### src/rtl/lsc_pkg.sv
package lsc_pkg;

    // Source chosen for the next count value, in priority order.
    typedef enum logic [1:0] {
        UPD_HOLD  = 2'd0,
        UPD_STEP  = 2'd1,
        UPD_CLEAR = 2'd2,
        UPD_LOAD  = 2'd3
    } lsc_upd_e;

endpackage

### src/rtl/lsc_enable_edge.sv
module lsc_enable_edge (
    input  logic clk_i,
    input  logic rst_ni,
    input  logic en_i,
    output logic rise_o
);

    logic en_d, en_q;

    always_comb begin
        en_d = en_i;
    end

    always_ff @(posedge clk_i or negedge rst_ni) begin
        if (!rst_ni) en_q <= 1'b0;
        else         en_q <= en_d;
    end

    assign rise_o = en_i & ~en_q;

endmodule

### src/rtl/lsc_update_select.sv
module lsc_update_select
    import lsc_pkg::*;
(
    input  logic     wr_i,
    input  logic     en_rise_i,
    input  logic     en_i,
    input  logic     busy_i,
    input  logic     first_i,
    output lsc_upd_e upd_o
);

    logic stall_cycle;

    assign stall_cycle = en_i & busy_i & ~first_i;

    always_comb begin
        if (wr_i)             upd_o = UPD_LOAD;
        else if (en_rise_i)   upd_o = UPD_CLEAR;
        else if (stall_cycle) upd_o = UPD_STEP;
        else                  upd_o = UPD_HOLD;
    end

endmodule

### src/rtl/lsc_count_core.sv
module lsc_count_core
    import lsc_pkg::*;
#(
    parameter int CNT_W = 8
) (
    input  logic             clk_i,
    input  logic             rst_ni,
    input  lsc_upd_e         upd_i,
    input  logic [CNT_W-1:0] load_val_i,
    output logic [CNT_W-1:0] count_o,
    output logic             wrap_o
);

    localparam logic [CNT_W-1:0] CNT_MAX = {CNT_W{1'b1}};

    typedef struct packed {
        logic [CNT_W-1:0] count;
        logic             wrap;
    } core_state_t;

    core_state_t state_d, state_q;

    always_comb begin
        state_d      = state_q;
        state_d.wrap = 1'b0;
        unique case (upd_i)
            UPD_LOAD:  state_d.count = load_val_i;
            UPD_CLEAR: state_d.count = '0;
            UPD_STEP: begin
                state_d.count = state_q.count + 1'b1;
                state_d.wrap  = (state_q.count == CNT_MAX);
            end
            default:   state_d.count = state_q.count;
        endcase
    end

    always_ff @(posedge clk_i or negedge rst_ni) begin
        if (!rst_ni) state_q <= '0;
        else         state_q <= state_d;
    end

    assign count_o = state_q.count;
    assign wrap_o  = state_q.wrap;

endmodule

### src/rtl/lsu_stall_counter.sv
module lsu_stall_counter
    import lsc_pkg::*;
#(
    parameter int CNT_W = 8,
    parameter int BUS_W = 32
) (
    input  logic             clk_i,
    input  logic             rst_ni,
    input  logic             count_en_i,
    input  logic             lsu_busy_i,
    input  logic             lsu_first_i,
    input  logic             reg_wr_i,
    input  logic [BUS_W-1:0] reg_wdata_i,
    output logic [BUS_W-1:0] reg_rdata_o,
    output logic             wrap_evt_o
);

    localparam int PAD_W = BUS_W - CNT_W;

    logic             en_rise;
    lsc_upd_e         upd;
    logic [CNT_W-1:0] count;

    lsc_enable_edge i_edge (
        .clk_i  (clk_i),
        .rst_ni (rst_ni),
        .en_i   (count_en_i),
        .rise_o (en_rise)
    );

    lsc_update_select i_sel (
        .wr_i      (reg_wr_i),
        .en_rise_i (en_rise),
        .en_i      (count_en_i),
        .busy_i    (lsu_busy_i),
        .first_i   (lsu_first_i),
        .upd_o     (upd)
    );

    lsc_count_core #(.CNT_W(CNT_W)) i_core (
        .clk_i      (clk_i),
        .rst_ni     (rst_ni),
        .upd_i      (upd),
        .load_val_i (reg_wdata_i[CNT_W-1:0]),
        .count_o    (count),
        .wrap_o     (wrap_evt_o)
    );

    generate
        if (PAD_W > 0) begin : g_pad
            logic unused_wdata_hi;
            assign unused_wdata_hi = ^reg_wdata_i[BUS_W-1:CNT_W];
            assign reg_rdata_o     = {{PAD_W{1'b0}}, count};
        end else begin : g_nopad
            assign reg_rdata_o = count;
        end
    endgenerate

endmodule

### config.mk
export PLATFORM = sky130hd
export DESIGN_NAME = lsu_stall_counter
export DESIGN_NICKNAME = d
export VERILOG_FILES = /design/src/rtl/lsc_pkg.sv /design/src/rtl/lsc_enable_edge.sv /design/src/rtl/lsc_update_select.sv /design/src/rtl/lsc_count_core.sv /design/src/rtl/lsu_stall_counter.sv
export SDC_FILE = /design/constraint.sdc
export NUM_CORES = 1
export LEC_CHECK = 0
export CORE_MARGIN = 1
export CORE_UTILIZATION = 31
export CTS_BUF_LIST = sky130_fd_sc_hd__clkbuf_4 sky130_fd_sc_hd__clkbuf_8 sky130_fd_sc_hd__clkbuf_16
export DETAILED_ROUTE_END_ITERATION = 6
export PLACE_DENSITY = 0.79
export REMOVE_ABC_BUFFERS = 1
export SKIP_CTS_REPAIR_TIMING = 1
export SYNTH_ARGS = -nofsm -noshare
export SYNTH_HDL_FRONTEND = slang
export SYNTH_SLANG_ARGS = --single-unit
### constraint.sdc
create_clock -name clk_i -period 1.9 [get_ports clk_i]
set_input_delay 0.285 -clock clk_i [delete_from_list [all_inputs] [get_ports clk_i]]
set_output_delay 0.285 -clock clk_i [all_outputs]
set_load 0.02 [all_outputs]
==> flow_summary.json <==
{
  "grt_max_degree": 13,
  "start_util_pct": 32.52,
  "yosys_register_bits": 10,
  "clkLatencyLatePin_ps": 270,
  "rsz0062_at_grt": "false",
  "fin_area_um2": 1039,
  "grt_pass1_vias": 625,
  "gp_congestion": 0.8200,
  "synth_flop_cell": "dfrtp_1",
  "cp.arrival_ps": 1960,
  "max_cap_viol_count": 0,
  "slew_violations": 0,
  "leakage_nw": 0.4747,
  "synth_edf_count": 0,
  "vias_per_cell": 4.614,
  "avgSynthCellArea_um2": 8.492,
  "fp.dieH_um": 52.75,
  "antenna_cells": 0,
  "synth_area_leader_cell": "dfrtp_1",
  "drt-initial-drc-count": 9,
  "antenna_found_initial": 0,
  "async_flop_share_pct": 100.0,
  "fin_crit_sh_pct": 95.49,
  "clkTransAtPathRegs_ps": 70,
  "ys_seq_area_share_pct": 31.35,
  "crit_type": "input pin to flop",
  "root_buffer": "clkbuf_4",
  "fillCellCount": 264,
  "path_buf_inv": 1,
  "final_cells": 153,
  "core_area_um2": 2455,
  "min_path_type": "input pin to asynchronous set/reset pin",
  "place_inst": 149,
  "setup_slack_ps": 85.66,
  "post-route-drc-count": 0,
  "fp.dieArea_um2": 2782,
  "portBuffers": 22,
  "crit_fanout": 4,
  "cts_max_level": 1,
  "fmax_mhz": 551.2,
  "synth_top_area_share_pct": 31.35,
  "wl_per_cell_um": 11.37,
  "required_ps": 2050,
  "area_growth_pct": 30.09,
  "r2r-end": "i_core.count_o[3]$_DFFE_PN0P_",
  "cts_buffers": 3,
  "critPathMaxStageDelay_ps": 440,
  "ios": 71,
  "syn_inst": 94,
  "r2r_start": "i_edge.en_q$_DFF_PN0_",
  "grt_overflow_total": 0,
  "syn_area_um2": 798.3,
  "crit_path_start_kind": "input pin",
  "final-setup-viol-count": 0,
  "dpl_cell_area_um2": 999.7,
  "r2r_slack_ps": 170,
  "setup_tns_ps": 0,
  "vias": 706,
  "dpl_worst_slack_ps": -169.6,
  "cp_slowest_cell": "clkdlybuf4s50_1",
  "final_cell_mix": "conb_1, clkdlybuf4s50_1, dfrtp_1",
  "p_per_area_nw_per_um2": 687.6,
  "cp_cell_sequence": "clkdlybuf4s50_1 -> a41oi_1 -> ha_2 -> and2_0 -> a32oi_1 -> o22ai_1",
  "drtAntennaViolNets": 0,
  "fin_crit_ps": 1814,
  "finalHoldViolCount": 0,
  "drive_above_1_share_pct": 11.38,
  "fin_nets": 165,
  "worst_setup_path_end_kind": "flop",
  "status": "complete, no violations",
  "p_total_mw": 0.7141,
  "grt_usage_pct": 13.51,
  "final_common_cell": "conb_1",
  "cp_top_family": "compound AO/OA/AOI/OAI gates",
  "clock-sinks": 10,
  "die_x_um": 52.75,
  "final.setup_skew_ps": 7.175,
  "dp_hpwl_mm": 1.270,
  "ys_top_cells_by_area": "dfrtp_1, buf_4, ha_1",
  "wl_mm": 1.739,
  "yosysWarnings": 0,
  "clockBufferDepth": 2,
  "dr.pass1.iters": 4,
  "cts_tree": "yes",
  "num_rows": 18,
  "grt_pass1_wl_mm": 2.725,
  "vdd_drop_max_uv": 333.5,
  "ff2ff_path_depth": 5,
  "yosysUniqueCellTypes": 28
}
synthesized netlist by cell type (2+ instances only):
cell	count
nand3_1	4
ha_1	3
nor2_1	3
a21oi_1	6
o211ai_1	4
inv_1	6
buf_4	24
a22oi_1	3
and3_1	2
dfrtp_1	10
nand2_1	6
buf_2	3
nor3b_1	3
o21ai_0	3
sequential cells by signal, summed over array words and instances, names as in the netlist:
register and cells:
i_core.wrap_o 1, i_core.count_o 8, i_edge.en_q 1
worst max path at each step:
stage | start | endpoint | slack [ps] | cells after the start
2_1_floorplan | i_edge.en_q$_DFF_PN0_ | i_core.count_o[3]$_DFFE_PN0P_ | 330 | 5
3_3_place_gp | count_en_i | i_core.count_o[5]$_DFFE_PN0P_ | -100 | 7
3_5_place_dp | count_en_i | i_core.count_o[2]$_DFFE_PN0P_ | -170 | 7
4_1_cts | count_en_i | i_core.count_o[3]$_DFFE_PN0P_ | 100 | 6
5_1_grt | count_en_i | i_core.count_o[3]$_DFFE_PN0P_ | 9 | 6
6_report | count_en_i | i_core.count_o[3]$_DFFE_PN0P_ | 90 | 6
layer usage:
| layer | up-vias | GRT usage (%) | wire, µm |
|---|---|---|---|
| li1 | 339 | - | - |
| met1 | 333 | 14.38 | 711 |
| met2 | 34 | 25.53 | 888 |
| met3 | 0 | 5.217 | 139 |
| met4 | 0 | 1.316 | 0 |
| met5 | - | 0 | 0 |
metrics by stage:
stage               hold WS [ps]  util, %
floorplan                 -10.59        -
detailed placement         550.3    40.72
finish                     339.3    42.30
global placement           542.1    40.72
global route               364.9    42.30
CTS                        352.7    42.20
logic make-up (layout without fill, tap and decap cells):
| family | count (synthesis) | in the layout | synth area share [%] |
|---|---|---|---|
| simple gates | 24 | 24 | 16.15 |
| flops | 10 | 10 | 31.35 |
| buf+inv | 33 | 39 | 27.27 |
| fa+ha+maj | 3 | 3 | 4.703 |
| mux | 2 | 2 | 2.665 |
| other cells | 1 | 24 | 0.4698 |
| compound gates | 21 | 21 | 17.40 |
where the power goes:
group	total (mW)	internal, mW	switching, mW
Clock	0.194	0.116	0.0772
Combinational	0.248	0.110	0.137
Sequential	0.273	0.236	0.0364
final cells by class:
class	instances	area, µm²	area share, %
Multi-Input combinational cell	74	419.2	40.36
Timing Repair Buffer	29	272.8	26.26
Sequential cell	10	250.2	24.10
Tap cell	30	37.54	3.614
Clock buffer	4	36.28	3.494
Inverter	6	22.52	2.169
(Power assumes the default switching activity.)
